==> src/rtl/gpio_evt_pkg.sv <==
package gpio_evt_pkg;
  typedef enum logic [1:0] {
    EVT_LEVEL = 2'd0,
    EVT_EDGE  = 2'd1,
    EVT_OFF   = 2'd2,
    EVT_BOTH  = 2'd3
  } evt_mode_e;

  localparam int REG_DATA_W = 32;
endpackage

==> src/rtl/gpio_evt_sync.sv <==
module gpio_evt_sync #(
  parameter int W = 8
) (
  input  logic         clk,
  input  logic         rst_n,
  input  logic [W-1:0] d,
  output logic [W-1:0] q
);
  logic [W-1:0] meta;

  always_ff @(posedge clk or negedge rst_n) begin
    if (!rst_n) begin
      meta <= '0;
      q    <= '0;
    end else begin
      meta <= d;
      q    <= meta;
    end
  end
endmodule

==> src/rtl/gpio_evt_detect.sv <==
module gpio_evt_detect
  import gpio_evt_pkg::*;
#(
  parameter int NUM_PADS = 8
) (
  input  logic                  clk,
  input  logic                  rst_n,
  input  logic [NUM_PADS-1:0]   sync_in,
  input  logic [2*NUM_PADS-1:0] mode,
  input  logic [NUM_PADS-1:0]   inv,
  output logic [NUM_PADS-1:0]   evt
);
  logic [NUM_PADS-1:0] prev;

  always_ff @(posedge clk or negedge rst_n) begin
    if (!rst_n) prev <= '0;
    else        prev <= sync_in;
  end

  for (genvar p = 0; p < NUM_PADS; p++) begin : g_pad
    evt_mode_e m;
    logic      cur_q, old_q;
    assign m     = evt_mode_e'(mode[2*p +: 2]);
    // invert applied to both samples: flipping inv alone is no edge
    assign cur_q = sync_in[p] ^ inv[p];
    assign old_q = prev[p] ^ inv[p];

    always_comb begin
      unique case (m)
        EVT_LEVEL: evt[p] = cur_q;
        EVT_EDGE:  evt[p] = cur_q & ~old_q;
        EVT_BOTH:  evt[p] = cur_q ^ old_q;
        default:   evt[p] = 1'b0;
      endcase
    end

    p_off_silent_r4: assert property (@(posedge clk) disable iff (!rst_n)
      (m == EVT_OFF) |-> !evt[p]);

    p_edge_needs_change_r3: assert property (@(posedge clk) disable iff (!rst_n)
      ((m == EVT_EDGE || m == EVT_BOTH) && evt[p]) |-> (sync_in[p] != $past(sync_in[p])));
  end
endmodule

==> src/rtl/gpio_evt_bank.sv <==
module gpio_evt_bank
  import gpio_evt_pkg::*;
#(
  parameter int NUM_PADS = 40,
  parameter int GRP_PADS = 16,
  parameter int ADDR_W   = 12,
  parameter logic [ADDR_W-1:0] STAT_BASE = 'h100,
  parameter logic [ADDR_W-1:0] EN_BASE   = 'h180
) (
  input  logic                  clk,
  input  logic                  rst_n,
  input  logic [NUM_PADS-1:0]   evt,
  input  logic [NUM_PADS-1:0]   own,
  input  logic                  reg_wr,
  input  logic                  reg_rd,
  input  logic [ADDR_W-1:0]     reg_addr,
  input  logic [REG_DATA_W-1:0] reg_wdata,
  output logic [REG_DATA_W-1:0] reg_rdata,
  output logic                  irq
);
  localparam int GRPS   = (NUM_PADS + GRP_PADS - 1) / GRP_PADS;
  localparam int TOTAL  = GRPS * GRP_PADS;
  localparam int GIDX_W = (GRPS > 1) ? $clog2(GRPS) : 1;
  localparam int SPAN   = 4 * GRPS;

  logic [NUM_PADS-1:0] status, enable;
  logic [NUM_PADS-1:0] clr_mask, en_wr, wbit, set_mask;
  logic [ADDR_W-1:0]   stat_off, en_off;
  logic                stat_hit, en_hit;
  logic [GIDX_W-1:0]   acc_grp;
  logic [TOTAL-1:0]    stat_pad, en_pad;
  logic [GRP_PADS-1:0] sel_word;
  logic [REG_DATA_W-1:0] rd_next;

  // address decode
  assign stat_off = reg_addr - STAT_BASE;
  assign en_off   = reg_addr - EN_BASE;
  assign stat_hit = (reg_addr >= STAT_BASE) && (stat_off < ADDR_W'(SPAN)) && (reg_addr[1:0] == 2'b00);
  assign en_hit   = (reg_addr >= EN_BASE) && (en_off < ADDR_W'(SPAN)) && (reg_addr[1:0] == 2'b00);
  assign acc_grp  = stat_hit ? stat_off[GIDX_W+1:2] : en_off[GIDX_W+1:2];

  for (genvar p = 0; p < NUM_PADS; p++) begin : g_bit
    localparam int G = p / GRP_PADS;
    localparam int B = p % GRP_PADS;
    logic grp_sel;
    assign grp_sel     = (acc_grp == GIDX_W'(G));
    assign wbit[p]     = reg_wdata[B];
    assign clr_mask[p] = reg_wr & stat_hit & grp_sel & reg_wdata[B];
    assign en_wr[p]    = reg_wr & en_hit & grp_sel;
  end

  assign set_mask = evt & own;

  always_ff @(posedge clk or negedge rst_n) begin
    if (!rst_n) begin
      status <= '0;
      enable <= '0;
    end else begin
      // set wins over a same-cycle clear
      status <= (status & ~clr_mask) | set_mask;
      enable <= (enable & ~en_wr) | (wbit & en_wr);
    end
  end

  // readback: pad vectors widened to whole groups, missing pads read 0
  assign stat_pad = TOTAL'(status);
  assign en_pad   = TOTAL'(enable);
  assign sel_word = stat_hit ? stat_pad[int'(acc_grp) * GRP_PADS +: GRP_PADS]
                             : en_pad[int'(acc_grp) * GRP_PADS +: GRP_PADS];
  assign rd_next  = (stat_hit || en_hit) ? REG_DATA_W'(sel_word) : '0;

  always_ff @(posedge clk or negedge rst_n) begin
    if (!rst_n) begin
      reg_rdata <= '0;
      irq       <= 1'b0;
    end else begin
      if (reg_rd) reg_rdata <= rd_next;
      irq <= |(status & enable);
    end
  end

  p_w1c_r6: assert property (@(posedge clk) disable iff (!rst_n)
    (reg_wr && stat_hit) |=> ((status & $past(clr_mask & ~set_mask)) == '0));

  p_unowned_quiet_r10: assert property (@(posedge clk) disable iff (!rst_n)
    1'b1 |=> ((status & ~$past(status) & ~$past(own)) == '0));

  p_irq_needs_enable_r7: assert property (@(posedge clk) disable iff (!rst_n)
    irq |-> $past(|enable));

  p_unmapped_zero_r8: assert property (@(posedge clk) disable iff (!rst_n)
    (reg_rd && !stat_hit && !en_hit) |=> (reg_rdata == '0));
endmodule

==> src/rtl/gpio_evt_irq_ctrl.sv <==
module gpio_evt_irq_ctrl
  import gpio_evt_pkg::*;
#(
  parameter int NUM_PADS = 40,
  parameter int GRP_PADS = 16,
  parameter int ADDR_W   = 12
) (
  input  logic                  clk,
  input  logic                  rst_n,
  input  logic [NUM_PADS-1:0]   pad_in,
  input  logic [2*NUM_PADS-1:0] pad_mode,
  input  logic [NUM_PADS-1:0]   pad_inv,
  input  logic [NUM_PADS-1:0]   pad_host_own,
  input  logic                  reg_wr,
  input  logic                  reg_rd,
  input  logic [ADDR_W-1:0]     reg_addr,
  input  logic [REG_DATA_W-1:0] reg_wdata,
  output logic [REG_DATA_W-1:0] reg_rdata,
  output logic                  irq
);
  logic [NUM_PADS-1:0] pad_sync, pad_evt;

  gpio_evt_sync #(.W(NUM_PADS)) u_sync (
    .clk(clk), .rst_n(rst_n), .d(pad_in), .q(pad_sync)
  );

  gpio_evt_detect #(.NUM_PADS(NUM_PADS)) u_detect (
    .clk(clk), .rst_n(rst_n), .sync_in(pad_sync),
    .mode(pad_mode), .inv(pad_inv), .evt(pad_evt)
  );

  gpio_evt_bank #(
    .NUM_PADS(NUM_PADS), .GRP_PADS(GRP_PADS), .ADDR_W(ADDR_W)
  ) u_bank (
    .clk(clk), .rst_n(rst_n), .evt(pad_evt), .own(pad_host_own),
    .reg_wr(reg_wr), .reg_rd(reg_rd), .reg_addr(reg_addr),
    .reg_wdata(reg_wdata), .reg_rdata(reg_rdata), .irq(irq)
  );
endmodule

==> config.mk <==
export PLATFORM = sky130hd
export DESIGN_NAME = gpio_evt_irq_ctrl
export DESIGN_NICKNAME = d
export VERILOG_FILES = /design/src/rtl/gpio_evt_pkg.sv /design/src/rtl/gpio_evt_sync.sv /design/src/rtl/gpio_evt_detect.sv /design/src/rtl/gpio_evt_bank.sv /design/src/rtl/gpio_evt_irq_ctrl.sv
export SDC_FILE = /design/constraint.sdc
export NUM_CORES = 1
export LEC_CHECK = 0
export BUFFER_PORTS_ARGS = -buffer_cell sky130_fd_sc_hd__buf_2
export CAP_MARGIN = 20
export CORE_ASPECT_RATIO = 0.7
export CORE_MARGIN = 1
export CORE_UTILIZATION = 38
export CTS_CLUSTER_DIAMETER = 50
export DETAILED_ROUTE_END_ITERATION = 12
export PLACE_DENSITY = 0.69
export SYNTH_ARGS = -nofsm -noshare
export SYNTH_HDL_FRONTEND = slang
export SYNTH_SLANG_ARGS = --single-unit
export TNS_END_PERCENT = 100
==> constraint.sdc <==
create_clock -name clk -period 1.3 [get_ports clk]
set_input_delay 0.13 -clock clk [delete_from_list [all_inputs] [get_ports clk]]
set_output_delay 0.13 -clock clk [all_outputs]
set_load 0.03 [all_outputs]
; Word-level counts from Yosys, hierarchy flattened
; Cells that the tools add are included.
[totals]
regBits = 233
inputBits = 248
out_inout_bits = 33
wordCells = 445
[classes]
addsub = 2
n_lt_le_gt_ge = 4
n_eq_ne = 82
shifts = 2
muxes = 43
n_bitwise = 257
reduce_logical = 48
[op_table]
columns = operator, count
row1 = $and 40x40->40, 5
row2 = $pmux 1 s3, 40
row3 = $xor 1x1->1, 120
row4 = $shiftx 48x7->16, 2
row5 = $and 1x1->1, 88
row6 = $logic_not 2->1, 42
row7 = $eq 2x1->1 const B, 41
row8 = $eq 2x2->1 const B, 41
row9 = $not 40->40, 2
row10 = $or 40x40->40, 2
row11 = $not 1->1, 40
row12 = $reduce_or 40->1, 1
row13 = $mux 16, 2
row14 = $ge 12x9->1 const B, 2
row15 = $lt 12x4->1 const B, 2
row16 = $sub 12x9->12 const B, 2
row17 = $logic_and 1x1->1, 4
row18 = $mux 2, 1
row19 = $logic_or 1x1->1, 1

; Depth between registers and ports, before layout
[logic_depth]
word_depth = 11
depth_mapped = 8
mapped_depth_nobuf = 6

; Hierarchy
; From an unflattened synthesis, not the netlist that was laid out.
[hier_totals]
hier_cells = 755
area_unflattened_um2 = 9788.1
[modules_own_cells]
columns = module, n_inst, cells_per_inst, area_per_inst_um2, seq_area_each_um2
row1 = gpio_evt_bank, 1, 395, 4783.3, 2427.3
row2 = gpio_evt_detect, 1, 280, 3002.9, 1001.0
row3 = gpio_evt_sync, 1, 80, 2001.9, 2001.9

; Worst setup path before layout
; Ideal clock, no wire load.
[synth_timing]
path_type = input-to-reg
startpoint = input port reg_addr[7]
endpoint = register (tool-made name)
setup_ns = 0.127
arrival_ns = 1.828
t_required_ns = 1.173
setup_slack_ns = -0.656
cell_stages = 8
path_buffers = 2
cell_sequence = ha_1 nand2b_1 o22a_1 a2111oi_4 and4_1 buf_2 buf_6 mux2_1
[synth_lines]
columns = item, line
row1 = start: declaration, gpio_evt_irq_ctrl.sv:16  ; input logic [ADDR_W-1:0] reg_addr,

==> out/results.txt <==
Fin. Hold Viols - 0
Total track usage - 21.8%
Cells after Synth - 780
Chip Height - 137 um
Wirelength, routed - 29.3 mm
Synth Area in Compound Gates - 11.1%
Status - finished with violations
Failing checks - setup timing
Worst Path Buf+Inv - 4
Layout Nets - 1564
Final Cell Area - 14900 um^2
Yosys top cell area share - 55.2%
Multiplexer area fraction after synthesis - 12.0%
# fillers - 2000
Clock root cell - clkbuf_16
Ys async rst share - 100%
Commonest cells post-synth - dfrtp_1, nand2_1, mux2i_1
Hpwl dp - 20.3 mm
Row count - 48
# IOs - 281
Routed len/inst - 18.1 um
Placed Area - 12400 um^2
Worst-path cell chain - buf_6 > or4_4 > buf_4 > nor2_4 > and4_4 > buf_12 > buf_12 > mux2_4
Peak supply drop - 0.827 mV
TritonCTS buffer count - 25
Max Buffers Root-to-Sink - 3
Fmax - 669 MHz
Cell with the most instances after synthesis - dfrtp_1
Ant diodes - 0
Worst Hold End - u_bank.status[32]
First-pass GRT wire length - 44.9 mm
LEAKAGE - 0.00700 uW
Hold Crit Depth - 3
Post-Synth Simple-Gate Area - 6.38%
Syn Std Cell Area - 9840 um^2
CTS clock-pin slew for the worst setup and hold paths - 0.06 ns
Combinational family with the most area after synthesis - multiplexers
Via count - 8083
R2r startpoint - u_sync.q[13]
Hold Crit Start - pad_mode[65]
Top cells by area, synth - dfrtp_1, mux2i_1, ha_1
Hold_ws - 0.0157 ns
Yosys cell types - 41
Port bufs - 248
Clock Skew - 0.00947 ns
Area leader, netlist - dfrtp_1
Initial antenna violation count - 0
Post-synthesis sequential area ratio - 55.2%
Minimum clock period - 1.50 ns
CTS tree - yes
First-pass DRT Iterations - 4
Number of global-route vias before repair - 8335
XOR/XNOR Fraction of Synth Area - 7.12%
CP Launch Type - input port
Routability congestion estimate - 0.825
RSZ-0062 raised after global routing - true
Die width - 194 um
Most frequent cell on the critical path - buf_12
Area share of fa/ha/maj cells after synthesis - 5.34%
Reg2Reg Capture Point - u_bank.status[13]
Final Max Slew Viols - 0
Overall die area - 26600 um^2
CP arrival - 1.89 ns
Area growth syn-to-layout - 51.9%
Crit-path slowest cell - or4_4
Initial DRC count - 339
CORE AREA - 25000 um^2
Final ANT Viol Nets - 0
Worst Hold Class - in2reg
Syn_area_per_cell - 12.6 um^2
Largest stage delay, worst path - 0.56 ns
Reg2Reg Depth - 5
CP top delay family - simple AND/OR/NAND/NOR gates
Vias per cell - 5.00
Pwr Density - 1070 nW/um^2
Critical path class - in2reg
Post-route setup slack - -0.196 ns
Worst Setup End Kind - flip-flop
Largest net degree at the start of global routing - 45
End-of-flow core utilization - 59.7%
Clk_lat worst skew - 0.52 ns
Yosys reg bits - 217
Starting Density - 39.3%
Synth Warn # - 0
WP data required - 1.70 ns
H-Tree Depth - 1
Maxcap violations - 0
Final setup violation count - 97
Post-synth EDFFs - 0
Proportion of layout cells with a drive suffix above 1 - 42.9%
Final Cycle Share - 115%
Critical path peak fanout - 8
Top FF cell, synth - dfrtp_1
Gr ovfl total - 0
FF-to-FF setup slack - -0.16 ns
Clock sink total - 217
DR DRC count - 0
-- worst reg2reg max path: stages, from the launching register on --
cell and delay [ns]:
dfrtp_1 0.38, xor2_1 0.16, ha_1 0.28, mux2i_1 0.07
a22o_1 0.23, a22o_1 0.23
-- repair_timing --
item | in CTS | in global routing
setup endpoints to repair | 97 | 97
gates cloned | 6 | 1
pin swaps | 136 | 33
resized for setup | 91 | 31
hold buffers | 96 | 0
setup buffers | 24 | 5
hold endpoints to repair | 332 | 0
-- worst max path at each step --
stage | end | cells after the start | from | slack [ns]
floorplan | flip-flop | 8 | reg_addr[7] | -0.46
global placement | flip-flop | 8 | reg_addr[7] | -0.68
detailed placement | u_bank.reg_rdata[9] | 8 | reg_addr[7] | -0.71
CTS | u_bank.status[13] | 5 | u_sync.q[13] | -0.17
global route | u_bank.reg_rdata[2] | 9 | reg_addr[0] | -0.23
finish | flip-flop | 8 | reg_addr[0] | -0.20
-- final cells by class --
cell class | count | area (um^2) | share of cell area (%)
sequential | 217 | 5430 | 36.3
multi-input combinational | 532 | 4630 | 31.0
timing repair buffer | 488 | 3650 | 24.4
clock buffer | 32 | 702 | 4.70
tap | 325 | 407 | 2.72
clock inverter | 11 | 81.3 | 0.544
inverter | 10 | 40.0 | 0.268
-- cell families (layout without fill, tap and decap cells) --
family | count (synthesis) | in the layout
xor gates and xnor gates | 80 | 80
buffers and inverters | 46 | 541
muxes | 113 | 113
AOI/OAI and AO/OA | 145 | 145
DFF | 217 | 217
adders and majority gates | 42 | 42
other | 1 | 16
and+or+nand+nor | 136 | 136
-- report_power, final --
group	leakage (uW)	switching (uW)	internal, uW
registers	0.00254	102	6960
logic	0.00407	1060	1100
clock network	0.000386	2870	3840
total	0.00700	4020	11900
-- cells in the final DEF (no fill, tap or decap), types with 30 or more instances in the layout --
master,netlist,routed
xnor2_1,40,40
nand2_1,88,87
dlygate4sd3_1,0,96
buf_2,7,243
xor2_1,40,30
dfrtp_1,217,217
ha_2,0,36
o22ai_1,47,38
buf_4,18,111
a22o_1,42,42
mux2i_1,73,68
-- metal layers --
layer / wire length (um) / vias to the layer above / track usage (%)
met2: 13700 / 279 / 36.2
met3: 1790 / 47 / 3.72
li1: - / 3798 / -
met4: 579 / 0 / 5.07
met5: 0 / - / 0
met1: 13200 / 3959 / 30.0
-- stage by stage --
stage          power (uW)  TNS [ns]  std cells  setup slack [ns]
2_1_floorplan        7990    -31.00        795            -0.459
3_3_place_gp         8830    -56.33       1441            -0.681
5_1_grt             16600    -14.75       1615            -0.234
6_report            15900    -12.18       1615            -0.196
4_1_cts             16000     -5.92       1610            -0.171
3_5_place_dp         8910    -58.44       1441            -0.711
Power figures use the tool's default switching activity.
